--- src/rtl/ppoll_pkg.sv ---
package ppoll_pkg;

  // Configuration byte layout is fixed by the bus protocol.
  localparam int CFG_W   = 8;
  localparam int POS_W   = 3;
  localparam int LINES   = 1 << POS_W;
  localparam logic [CFG_W-1:0] TAG_MASK = 8'h70;  // bits 6:4 checked, bit 7 dropped
  localparam logic [CFG_W-1:0] TAG_VAL  = 8'h60;  // 3'b110 in bits 6:4
  localparam int SENSE_BIT = 3;

  typedef struct packed {
    logic             valid;
    logic             sense;
    logic [POS_W-1:0] pos;
  } ppoll_cfg_t;

endpackage

--- src/rtl/ppoll_rst_sync.sv ---
module ppoll_rst_sync #(
  parameter int STAGES = 2
) (
  input  logic clk,
  input  logic rst_n,
  output logic rst_n_sync
);

  logic [STAGES-1:0] sync_q;
  logic [STAGES-1:0] sync_d;

  always_comb begin
    sync_d = {sync_q[STAGES-2:0], 1'b1};
  end

  always_ff @(posedge clk or negedge rst_n) begin
    if (!rst_n) sync_q <= '0;
    else        sync_q <= sync_d;
  end

  assign rst_n_sync = sync_q[STAGES-1];

endmodule

--- src/rtl/ppoll_ist_gen.sv ---
module ppoll_ist_gen #(
  parameter int STAT_W = 8
) (
  input  logic              clk,
  input  logic              rst_n,
  input  logic              wr_en,
  input  logic [STAT_W-1:0] wdata,
  input  logic [STAT_W-1:0] status,
  output logic [STAT_W-1:0] mask_o,
  output logic              ist_o
);

  logic [STAT_W-1:0] mask_q;
  logic [STAT_W-1:0] mask_d;

  always_comb begin
    mask_d = mask_q;
    if (wr_en) mask_d = wdata;
  end

  always_ff @(posedge clk or negedge rst_n) begin
    if (!rst_n) mask_q <= '0;
    else        mask_q <= mask_d;
  end

  assign mask_o = mask_q;
  assign ist_o  = |(mask_q & status);

  // mask holds without a write pulse
  a_r2_mask_hold: assert property (@(posedge clk) disable iff (!rst_n)
    !wr_en |=> $stable(mask_q));

  // a write pulse lands on the next edge
  a_r2_mask_load: assert property (@(posedge clk) disable iff (!rst_n)
    wr_en |=> mask_q == $past(wdata));

endmodule

--- src/rtl/ppoll_cfg_dec.sv ---
module ppoll_cfg_dec
  import ppoll_pkg::*;
(
  input  logic             clk,
  input  logic             rst_n,
  input  logic             arm_i,
  input  logic             byte_vld_i,
  input  logic [CFG_W-1:0] byte_i,
  output ppoll_cfg_t       cfg_o
);

  logic       armed_q;
  logic       armed_d;
  logic       take;
  logic       tag_ok;
  ppoll_cfg_t cfg_q;
  ppoll_cfg_t cfg_d;

  assign tag_ok = (byte_i & TAG_MASK) == TAG_VAL;
  assign take   = armed_q && byte_vld_i && !arm_i;

  always_comb begin
    armed_d = armed_q;
    if (arm_i)           armed_d = 1'b1;
    else if (byte_vld_i) armed_d = 1'b0;
  end

  always_comb begin
    cfg_d = cfg_q;
    if (take && tag_ok) begin
      cfg_d.valid = 1'b1;
      cfg_d.sense = byte_i[SENSE_BIT];
      cfg_d.pos   = byte_i[POS_W-1:0];
    end
  end

  always_ff @(posedge clk or negedge rst_n) begin
    if (!rst_n) begin
      armed_q <= 1'b0;
      cfg_q   <= '0;
    end else begin
      armed_q <= armed_d;
      cfg_q   <= cfg_d;
    end
  end

  assign cfg_o = cfg_q;

  // a byte with a wrong tag never alters the configuration
  a_r4_bad_tag_keeps: assert property (@(posedge clk) disable iff (!rst_n)
    (byte_vld_i && byte_i[6:4] != 3'b110) |=> $stable(cfg_q));

  // no pending strobe means no change
  a_r4_unarmed_keeps: assert property (@(posedge clk) disable iff (!rst_n)
    !armed_q |=> $stable(cfg_q));

  // an accepted byte sets sense and line number
  a_r3_accept: assert property (@(posedge clk) disable iff (!rst_n)
    (take && byte_i[6:4] == 3'b110) |=>
      cfg_q.valid && cfg_q.sense == $past(byte_i[3]) && cfg_q.pos == $past(byte_i[2:0]));

  // once configured, stays configured
  a_r9_valid_sticky: assert property (@(posedge clk) disable iff (!rst_n)
    cfg_q.valid |=> cfg_q.valid);

endmodule

--- src/rtl/ppoll_line_drv.sv ---
module ppoll_line_drv
  import ppoll_pkg::*;
(
  input  logic             clk,
  input  logic             rst_n,
  input  logic             poll_active_i,
  input  logic             ist_i,
  input  ppoll_cfg_t       cfg_i,
  output logic [LINES-1:0] data_o,
  output logic [LINES-1:0] oe_o
);

  logic [POS_W-1:0] tgt;
  logic [LINES-1:0] sel;
  logic             respond;
  logic [LINES-1:0] oe_d;
  logic [LINES-1:0] data_d;
  logic [LINES-1:0] oe_q;
  logic [LINES-1:0] data_q;

  // Line numbers count from 1; the field wraps so 0 means the top line.
  assign tgt = cfg_i.pos - POS_W'(1);

  for (genvar g = 0; g < LINES; g++) begin : g_sel
    assign sel[g] = (tgt == POS_W'(g));
  end

  assign respond = poll_active_i && cfg_i.valid && (ist_i == cfg_i.sense);

  always_comb begin
    oe_d   = '0;
    data_d = '0;
    if (respond) begin
      oe_d   = sel;
      data_d = sel;
    end
  end

  always_ff @(posedge clk or negedge rst_n) begin
    if (!rst_n) begin
      oe_q   <= '0;
      data_q <= '0;
    end else begin
      oe_q   <= oe_d;
      data_q <= data_d;
    end
  end

  assign oe_o   = oe_q;
  assign data_o = data_q;

  // silent after an idle cycle
  a_r10_idle_quiet: assert property (@(posedge clk) disable iff (!rst_n)
    !poll_active_i |=> oe_q == '0);

  // one line at most
  a_r8_single_line: assert property (@(posedge clk) disable iff (!rst_n)
    $onehot0(oe_q));

  // no data on undriven lines
  a_r8_data_in_oe: assert property (@(posedge clk) disable iff (!rst_n)
    (data_q & ~oe_q) == '0);

  // unconfigured unit stays silent
  a_r9_unconfigured: assert property (@(posedge clk) disable iff (!rst_n)
    !cfg_i.valid |=> oe_q == '0);

  // sense mismatch gives no drive
  a_r5_sense_mismatch: assert property (@(posedge clk) disable iff (!rst_n)
    (ist_i != cfg_i.sense) |=> oe_q == '0);

endmodule

--- src/rtl/ppoll_resp_unit.sv ---
module ppoll_resp_unit
  import ppoll_pkg::*;
#(
  parameter int STAT_W = 8
) (
  input  logic              clk,
  input  logic              rst_n,
  input  logic [STAT_W-1:0] status_i,
  input  logic              mask_wr_i,
  input  logic [STAT_W-1:0] mask_wdata_i,
  output logic [STAT_W-1:0] mask_rdata_o,
  input  logic              cfg_arm_i,
  input  logic              cfg_byte_vld_i,
  input  logic [CFG_W-1:0]  cfg_byte_i,
  input  logic              poll_active_i,
  output logic [LINES-1:0]  poll_data_o,
  output logic [LINES-1:0]  poll_oe_o
);

  logic       rst_n_s;
  logic       ist;
  ppoll_cfg_t cfg;

  ppoll_rst_sync #(.STAGES(2)) u_rst (
    .clk        (clk),
    .rst_n      (rst_n),
    .rst_n_sync (rst_n_s)
  );

  ppoll_ist_gen #(.STAT_W(STAT_W)) u_ist (
    .clk    (clk),
    .rst_n  (rst_n_s),
    .wr_en  (mask_wr_i),
    .wdata  (mask_wdata_i),
    .status (status_i),
    .mask_o (mask_rdata_o),
    .ist_o  (ist)
  );

  ppoll_cfg_dec u_cfg (
    .clk        (clk),
    .rst_n      (rst_n_s),
    .arm_i      (cfg_arm_i),
    .byte_vld_i (cfg_byte_vld_i),
    .byte_i     (cfg_byte_i),
    .cfg_o      (cfg)
  );

  ppoll_line_drv u_drv (
    .clk           (clk),
    .rst_n         (rst_n_s),
    .poll_active_i (poll_active_i),
    .ist_i         (ist),
    .cfg_i         (cfg),
    .data_o        (poll_data_o),
    .oe_o          (poll_oe_o)
  );

  // the response follows the masked status under sense 1
  a_r1_ist_follows: assert property (@(posedge clk) disable iff (!rst_n_s)
    (poll_active_i && cfg.valid && cfg.sense && (mask_rdata_o & status_i) == '0)
      |=> poll_oe_o == '0);

endmodule

--- config.mk ---
export PLATFORM = sky130hd
export DESIGN_NAME = ppoll_resp_unit
export DESIGN_NICKNAME = d
export VERILOG_FILES = /design/src/rtl/ppoll_pkg.sv /design/src/rtl/ppoll_rst_sync.sv /design/src/rtl/ppoll_ist_gen.sv /design/src/rtl/ppoll_cfg_dec.sv /design/src/rtl/ppoll_line_drv.sv /design/src/rtl/ppoll_resp_unit.sv
export SDC_FILE = /design/constraint.sdc
export NUM_CORES = 1
export LEC_CHECK = 0
export ABC_CLOCK_PERIOD_IN_PS = 1100
export CAP_MARGIN = 20
export CORE_UTILIZATION = 29
export CTS_BUF_LIST = sky130_fd_sc_hd__clkbuf_4 sky130_fd_sc_hd__clkbuf_8
export CTS_CLUSTER_DIAMETER = 150
export DETAILED_ROUTE_END_ITERATION = 10
export PLACE_DENSITY = 0.72
export RECOVER_POWER = 100
export SETUP_SLACK_MARGIN = 0.3
export SLEW_MARGIN = 20
export SYNTH_ARGS = -nofsm -noshare
export SYNTH_HDL_FRONTEND = slang
export SYNTH_SLANG_ARGS = --single-unit
export TNS_END_PERCENT = 10
--- constraint.sdc ---
create_clock -name clk -period 1.1 [get_ports clk]
set_clock_uncertainty 0.15 [all_clocks]
set_input_delay 0.22 -clock clk [delete_from_list [all_inputs] [get_ports clk]]
set_output_delay 0.22 -clock clk [all_outputs]
set_load 0.01 [all_outputs]
Yosys cells after proc, flatten, opt, wreduce, memory -nomap -nowiden
Index checks and enable logic that the tools add are counted.
{"block": "totals", "ff_bits": 24, "latchBits": 0, "mem_bits_rw": 0, "romBits": 0, "in_bits": 30, "n_memories": 0}
{"block": "op_classes", "addsub": 1, "multipliers": 0, "div_mod_pow": 0, "magnitude_cmp": 0, "n_eq_ne": 9, "n_shift": 0, "muxes": 3, "bitwise": 1, "n_reduce_logical": 9}
{"operator": "equality test 3 bit (second input constant)", "count": 5}
{"operator": "bitwise AND 8 bit", "count": 1}
{"operator": "2-to-1 mux 8 bit", "count": 1}
{"operator": "OR reduction 8 bit", "count": 1}
{"operator": "equality test 3 x 2 -> 1 bit (second input constant)", "count": 2}
{"operator": "logical AND 1 bit", "count": 5}
{"operator": "equality test 3 x 1 -> 1 bit (second input constant)", "count": 1}
{"operator": "logical NOT 3 bit", "count": 1}
{"operator": "subtractor 3 x 1 -> 3 bit (second input constant)", "count": 1}
{"operator": "2-to-1 mux 1 bit", "count": 2}
{"operator": "nonzero test 2 bit", "count": 1}
{"operator": "equality test 1 bit", "count": 1}
{"operator": "logical NOT 1 bit", "count": 1}

Depth between registers and ports, before layout
Gate-level depths: netlist of the first run.
{"block": "logic_depth", "depth_word": 5, "mapped_depth": 4, "depth_no_buf": 3}

Hierarchy
From an unflattened synthesis of the first run, not the netlist that was laid out.
{"block": "hier_totals", "hier_cells": 71, "area_unflattened_um2": 1026.0}
{"module": "ppoll_ist_gen", "n_inst": 1, "cells_per_inst": 22, "area_each_um2": 367.9, "seq_area_each_um2": 200.2}
{"module": "ppoll_line_drv", "n_inst": 1, "cells_per_inst": 30, "area_each_um2": 347.8, "seq_area_each_um2": 200.2}
{"module": "ppoll_cfg_dec", "n_inst": 1, "cells_per_inst": 16, "area_each_um2": 256.5, "seq_area_each_um2": 150.1}
{"module": "ppoll_rst_sync", "n_inst": 1, "cells_per_inst": 3, "area_each_um2": 53.8, "seq_area_each_um2": 50.0}

Least setup slack after synthesis of the first run
Ideal clock, no wire load.
{"block": "synth_timing", "path_type": "register to register", "startpoint": "register u_ist.mask_q[1] (netlist: u_ist.mask_o[1])", "endpoint": "register u_drv.oe_q[0] (netlist: u_drv.oe_o[0])", "arrival_ps": 1091, "setup_slack_ps": -220, "path_stages_with_launch": 5, "period_less_slack_ps": 1320, "cell_sequence": "dfrtp_1 a22oi_1 and4_1 buf_6 mux2i_1"}
{"block": "synth_via", "elab_chain_cells": 5}
{"element": "from (decl)", "line": "ppoll_ist_gen.sv:13", "source": "logic [STAT_W-1:0] mask_q;"}
{"element": "from (signal assigned)", "line": "ppoll_ist_gen.sv:23", "source": "else mask_q <= mask_d;"}
{"element": "bitwise AND 8 bit", "line": "ppoll_ist_gen.sv:27", "source": "assign ist_o = |(mask_q & status);"}
{"element": "OR reduction 8 bit", "line": "ppoll_ist_gen.sv:27"}
{"element": "equality test 1 bit", "line": "ppoll_line_drv.sv:28", "source": "assign respond = poll_active_i && cfg_i.valid && (ist_i == cfg_i.sense);"}
{"element": "logical AND 1 bit", "line": "ppoll_line_drv.sv:28"}
{"element": "2-to-1 mux 8 bit"}
{"element": "named net u_drv.data_d[0]", "line": "ppoll_line_drv.sv:17", "source": "logic [LINES-1:0] data_d;"}
{"element": "to (signal assigned)", "line": "ppoll_line_drv.sv:41", "source": "oe_q <= '0;"}
{"element": "to (signal assigned)", "line": "ppoll_line_drv.sv:44", "source": "oe_q <= oe_d;"}
{"element": "to (decl)", "line": "ppoll_line_drv.sv:18", "source": "logic [LINES-1:0] oe_q;"}
The timed path passes the listed nets, and every way through them passes these cells.
A chain may end at the register's enable or synchronous reset.

Final worst setup path of the first run
{"block": "layout_timing", "startpoint": "register u_ist.mask_q[1] (netlist: u_ist.mask_o[1])", "endpoint": "register u_drv.oe_q[1] (netlist: u_drv.oe_o[1])"}
The elaborated chain is that of the path after synthesis.

==> run summary, run 1 <==
GRT Total Usage: 11.72%
Worst hold slack: -0.04436 ns
Worst path slowest cell: dfrtp_1
Synth area leader: dfrtp_1
Final #Nets: 175
Post-place setup slack: -0.6239 ns
Drt drc: 0
Port bufs: 52
Final setup viols: 45
Peak VDD IR: 876.1 uV
CP Launch Type: register
DR WL/cell: 11.10 um
# diodes: 0
CP Buf/Inv Count: 2
Arrival @ worst endpoint: 1.47 ns
Drt first pass iters: 4
Most common cell after layout, fill and taps aside: dfrtp_1
Vias: 850
Core Region: 3689 um^2
Slew Limit Fails: 0
Unrepaired setup endpoints after global routing: true
FILL cells: 360
Synth area leaders: dfrtp_1, mux2_2, mux2i_1
Flop-to-flop setup slack: -0.34 ns
Die height: 64.04 um
First-pass GRT wire length: 3726 um
Post-Layout Cell Count: 192
Clock buffer depth: 2
NetSw: 523.2 uW
Hold Crit Class: register to async pin
Share of layout cells above drive strength 1: 40.28%
Via/cell ratio: 4.427
First DRT Iteration DRCs: 11
Max Cap Viol: 0
Period Utilization, post-route: 130.5%
Highest clock rate: 0.6964 GHz
Clock Power Share: 26.6%
Reg2reg end: u_drv.oe_o[1]$_DFF_PN0_
Die area: 4100 um^2
Syn nets: 118
Min Clock Period, post-route: 1.436 ns
Cell count after placement: 185
Sequential area share after synthesis: 53.81%
DIE WIDTH: 64.04 um
Failing checks: hold timing, setup timing
CP cell instances: buf_6 -> a22oi_2 -> and4_4 -> buf_12 -> mux2i_1
Area delta synth->final: 49.33%
Flops & latches, synth: 24
Highest-count cells in the layout ignoring fill and taps: dfrtp_1, clkdlybuf4s50_1, buf_2
Detailed Place HPWL: 1844 um
Reg2reg start: u_ist.mask_o[1]$_DFFE_PN0P_
Post-synth top area share: 53.81%
Post-route ant nets: 0
# rows: 22
Static leakage: 0.7754 nW
CTS tree: built
Cell Int Power: 1.598 mW
DRT Wirelength: 2131 um
Clk sink count: 24
Utilization after layout: 45.18%
Gate power share: 23.8%
Initial antenna violation count: 0
Largest net degree at the start of global routing: 17
Post-synth cell types: 20
Num CTS Buffers: 3
CP Capture Type: register
Area of the mapped netlist: 1116 um^2
Crit path kind: register to register
Synthesized area per cell: 12.68 um^2
Gp weighted congestion: 0.7201
CP peak stage delay: 0.39 ns
Final Hold Viols: 6
R2r worst-path depth: 5
Vias in the first global route: 862
IO Count: 54
Minimum setup slack in the final design: -0.3360 ns
Crit path max fanout: 8
Clk_lat worst skew: 0.26 ns
Reg area: 600.6 um^2
CP startpoint: u_ist.mask_o[1]$_DFFE_PN0P_
Clock transition at path regs: 0.07 ns
Status: finished with violations
Pwr dens: 1272 nW/um^2
Clock Root Buffer: clkbuf_8
Switching share of total power: 24.67%
Sequential share of power: 49.6%
Delay-heaviest family, CP: flip-flops
Yosys warns: 0
Worst Path Required: 1.13 ns
Initial core utilization: 30.26%
Congestion Overflow GR: 0
Cell count after synthesis: 88
Multi-input gate area: 442.9 um^2
H-tree levels: 1
## sequential cells by signal, summed over array words and instances (netlist names)
| signal | flops |
|---|---|
| u_drv.oe_o | 8 |
| u_ist.mask_o | 8 |
| u_cfg.cfg_o | 5 |
| u_rst.sync_q | 2 |
| u_cfg.armed_q | 1 |
## worst max-delay path by stage
stage	to	slack [ns]	depth (start not counted)
floorplan	u_drv.oe_o[0]$_DFF_PN0_	-0.21	4
global placement	u_cfg.cfg_o[0]$_DFFE_PN0P_	-0.58	4
detailed placement	u_cfg.cfg_o[2]$_DFFE_PN0P_	-0.62	4
CTS	u_drv.oe_o[5]$_DFF_PN0_	-0.38	5
global route	u_drv.oe_o[4]$_DFF_PN0_	-0.39	5
finish	u_drv.oe_o[1]$_DFF_PN0_	-0.34	5
## worst register-to-register path: cells and delay by family (launching register included)
kind	cells	cell delay, ns
AND/OR/NAND/NOR	1	0.24
AO/OA/AOI/OAI	1	0.13
flip-flops	1	0.39
multiplexers	1	0.20
buffers and inverters	2	0.25
## what timing repair did
item                                    CTS  global route
hold endpoints to repair                  8             2
resized for setup                       102             4
endpoints found under the setup margin   46            46
setup buffers                             2             1
pin swaps                                 1             0
## area by class of cell
cell class                      instances  share of cell area, %
Multi-Input combinational cell         53                  26.58
Timing Repair Buffer                   62                  30.26
Tap cell                               48                  3.604
Sequential cell                        24                  36.04
Inverter                                1                 0.2252
Clock buffer                            4                  3.303
## synthesized netlist by cell type
master    instances
buf_2             1
a22oi_1           4
nor3_4            1
buf_6             1
nor2b_1           2
conb_1            1
nand4b_4          1
a21o_2            1
dfrtp_1          24
mux2_2           12
nor2_1            1
or2_2             1
nand2_1          12
inv_1             1
buf_4             8
and4_1            2
nand3_1           4
mux2i_1           8
and4bb_2          1
and4b_1           2
## per-stage QoR
| stage | TNS (ns) | total power [mW] | area [um^2] | hold WS [ns] |
|---|---|---|---|---|
| after floorplan | -2.390 | 1.306 | 1116 | -0.2256 |
| after global placement | -13.01 | 1.582 | 1698 | -0.01947 |
| after detailed placement | -13.57 | 1.606 | 1698 | -0.01400 |
| after CTS | -6.397 | 2.149 | 1669 | -0.04448 |
| after global routing | -7.531 | 2.238 | 1667 | -0.002873 |
| final | -5.681 | 2.121 | 1667 | -0.04436 |
## cell families after synthesis
group,count (synthesis),synth area share (%)
flip-flops,24,53.81
buffers and inverters,11,7.174
AO/OA/AOI/OAI,5,3.476
other,1,0.3360
AND/OR/NAND/NOR,27,15.92
multiplexers,20,19.28
## power by group through the flow
stage,registers (mW),clock network [mW],logic [mW]
final,1.05,0.564,0.505
after global routing,1.07,0.616,0.551
after CTS,1.06,0.588,0.505
after detailed placement,1.08,0,0.530
after global placement,1.07,0,0.514
after floorplan,1.09,0,0.219
## routing by layer
layer / track usage [%] / up-vias / wire (um)
met2: 20.61 / 36 / 1103
li1: - / 413 / -
met4: 5.114 / 0 / 51
met1: 13.24 / 394 / 837
met3: 3.036 / 7 / 139
met5: 0 / - / 0
Power figures use the tool's default switching activity.
==> run 2, diff against run 1 <==
--- a/config.mk
+++ b/config.mk
@@ -7,11 +7,14 @@
 export LEC_CHECK = 0
 export ABC_CLOCK_PERIOD_IN_PS = 1100
 export CAP_MARGIN = 20
+export CELL_PAD_IN_SITES_DETAIL_PLACEMENT = 1
+export CELL_PAD_IN_SITES_GLOBAL_PLACEMENT = 1
 export CORE_UTILIZATION = 29
 export CTS_BUF_LIST = sky130_fd_sc_hd__clkbuf_4 sky130_fd_sc_hd__clkbuf_8
 export CTS_CLUSTER_DIAMETER = 150
 export DETAILED_ROUTE_END_ITERATION = 10
-export PLACE_DENSITY = 0.72
+export GPL_TIMING_DRIVEN = 0
+export PLACE_DENSITY = 0.87
 export RECOVER_POWER = 100
 export SETUP_SLACK_MARGIN = 0.3
 export SLEW_MARGIN = 20
==> run summary, run 2 (synthesized netlist as in run 1, its figures left out) <==
Status: finished with violations
Failing checks: setup timing
Design area: 1744 um^2 (+4.7%)
Post-route ant nets: 0 (unchanged)
Crit path kind: input pin to register
Crit path max fanout: 8 (unchanged)
Die height: 64.04 um (unchanged)
Share of layout cells above drive strength 1: 43.06% (+2.8 points)
First DRT Iteration DRCs: 22 (+11)
Num CTS Buffers: 3 (unchanged)
First-pass GRT wire length: 4498 um (+21%)
Setup TNS: -5.633 ns (+0.04781 ns)
Clk sink count: 24 (unchanged)
Total chip power: 2.057 mW (-3.0%)
Final #Nets: 176 (+0.57%)
Initial antenna violation count: 0 (unchanged)
# rows: 22 (unchanged)
Most common cell after layout, fill and taps aside: dfrtp_1
Slew Limit Fails: 0 (unchanged)
Area post-placement: 1687 um^2 (-0.66%)
CTS tree: built
CP Capture Type: register
Max Cap Viol: 0 (unchanged)
DIE WIDTH: 64.04 um (unchanged)
# diodes: 0 (unchanged)
Multi-input gate area: 473.0 um^2 (+6.8%)
Arrival @ worst endpoint: 1.42 ns (-0.05 ns)
Port bufs: 51 (-1.9%)
Hold Crit Class: input pin to async pin
Highest clock rate: 0.7180 GHz (+3.1%)
Final Hold Viols: 0 (-6)
Top layer in use: met4
Via/cell ratio: 4.531 (+2.4%)
Largest net degree at the start of global routing: 23 (+6)
Area delta synth->final: 56.28%
Unrepaired setup endpoints after global routing: true
Clock transition at path regs: 0.07 ns (about the same)
Congestion Overflow GR: 0 (unchanged)
IO Count: 54 (unchanged)
Period Utilization, post-route: 126.6% (-3.9 points)
Worst Path Required: 1.13 ns (about the same)
CP cell instances: clkdlybuf4s50_1 -> a22oi_2 -> and4_1 -> buf_6 -> mux2i_1
Highest-count cells in the layout ignoring fill and taps: dfrtp_1, clkdlybuf4s50_1, buf_6
CP Launch Type: input pin
Final setup viols: 37 (-18%)
GRT Total Usage: 14.84% (+3.1 points)
Clk_lat worst skew: 0.26 ns (about the same)
Met3 wire length: 117 um (-16%)
CP Buf/Inv Count: 2 (unchanged)
Drt first pass iters: 4 (unchanged)
Clock Root Buffer: clkbuf_8
Routed wl met2: 1398 um (+27%)
Clock buffer depth: 2 (unchanged)
Pwr dens: 1179 nW/um^2 (-7.3%)
Reg area: 601.8 um^2 (+0.21%)
Core Region: 3689 um^2 (unchanged)
Cell count after placement: 187 (+1.1%)
Metal-1 WL: 1018 um (+22%)
Gp weighted congestion: 0.7348 (+2.0%)
Static leakage: 0.7970 nW (+2.8%)
Worst path slowest cell: clkdlybuf4s50_1
Initial core utilization: 30.26% (unchanged)
H-tree levels: 1 (unchanged)
Die area: 4100 um^2 (unchanged)
Worst hold slack: 0.03431 ns (+0.07867 ns)
Post-Layout Cell Count: 192 (unchanged)
Utilization after layout: 47.29% (+2.1 points)
Drt drc: 0 (unchanged)
FILL cells: 408 (+13%)
Vias in the first global route: 960 (+11%)
Delay-heaviest family, CP: buffers and inverters
DRT Wirelength: 2634 um (+24%)
Minimum setup slack in the final design: -0.2927 ns (+0.04329 ns)
Post-place setup slack: -0.6420 ns (-0.01812 ns)
Min Clock Period, post-route: 1.393 ns (-0.04329 ns)
Peak VDD IR: 574.1 uV (-34%)
Detailed Place HPWL: 2118 um (+15%)
Vias: 870 (+2.4%)
CP peak stage delay: 0.43 ns (+0.04 ns)
DR WL/cell: 13.72 um (+24%)
## run 2: cell types whose count changed in the layout (fill, tap and decap cells not counted), sizes merged
cell,previous run,this run
dlygate4sd2,4,5
clkbuf,5,3
clkdlybuf4s50,23,21
buf,33,36
## run 2: power by group
group / switching, mW / total (mW) / internal (mW)
Combinational: 0.183 / 0.487 / 0.305
Sequential: 0.114 / 1.09 / 0.971
Clock: 0.240 / 0.484 / 0.244
## run 2: cell type report
class                   count  share of cell area, %
repair buffers             53                  26.90
plain buffers              10                  5.452
flip-flops and latches     24                  34.51
multi-input cells          53                  27.12
clock buffers               3                  2.367
well taps                  48                  3.443
inverters                   1                 0.2152
## run 2: metal layers
metal	global-route usage, %	vias to the layer above
li1	-	412
met1	15.91	416
met2	26.06	34
met3	3.393	8
met4	9.375	0
met5	0	-
## run 2: final timing paths
path | startpoint | to | slack (ns) | cells past startpoint
min reg2reg | u_rst.sync_q[1]$_DFF_PN0_ | u_ist.mask_o[0]$_DFFE_PN0P_ | 0.08 | 0
max reg2reg | u_ist.mask_o[6]$_DFFE_PN0P_ | u_drv.oe_o[6]$_DFF_PN0_ | -0.29 | 4
max | status_i[1] | u_drv.oe_o[6]$_DFF_PN0_ | -0.29 | 5
min in group clk | mask_wr_i | u_ist.mask_o[6]$_DFFE_PN0P_ | 0.20 | 2
max in group asynchronous | u_rst.sync_q[1]$_DFF_PN0_ | u_drv.oe_o[6]$_DFF_PN0_ | 0.40 | 0
min | rst_n | u_rst.sync_q[0]$_DFF_PN0_ | 0.03 | 1
## run 2: what timing repair did
action | CTS | global route
hold endpoints to repair | 2 | 2
resized for setup | 119 | 5
endpoints found under the setup margin | 68 | 66
buffers inserted | 2 | 0
pin swaps | 4 | 2
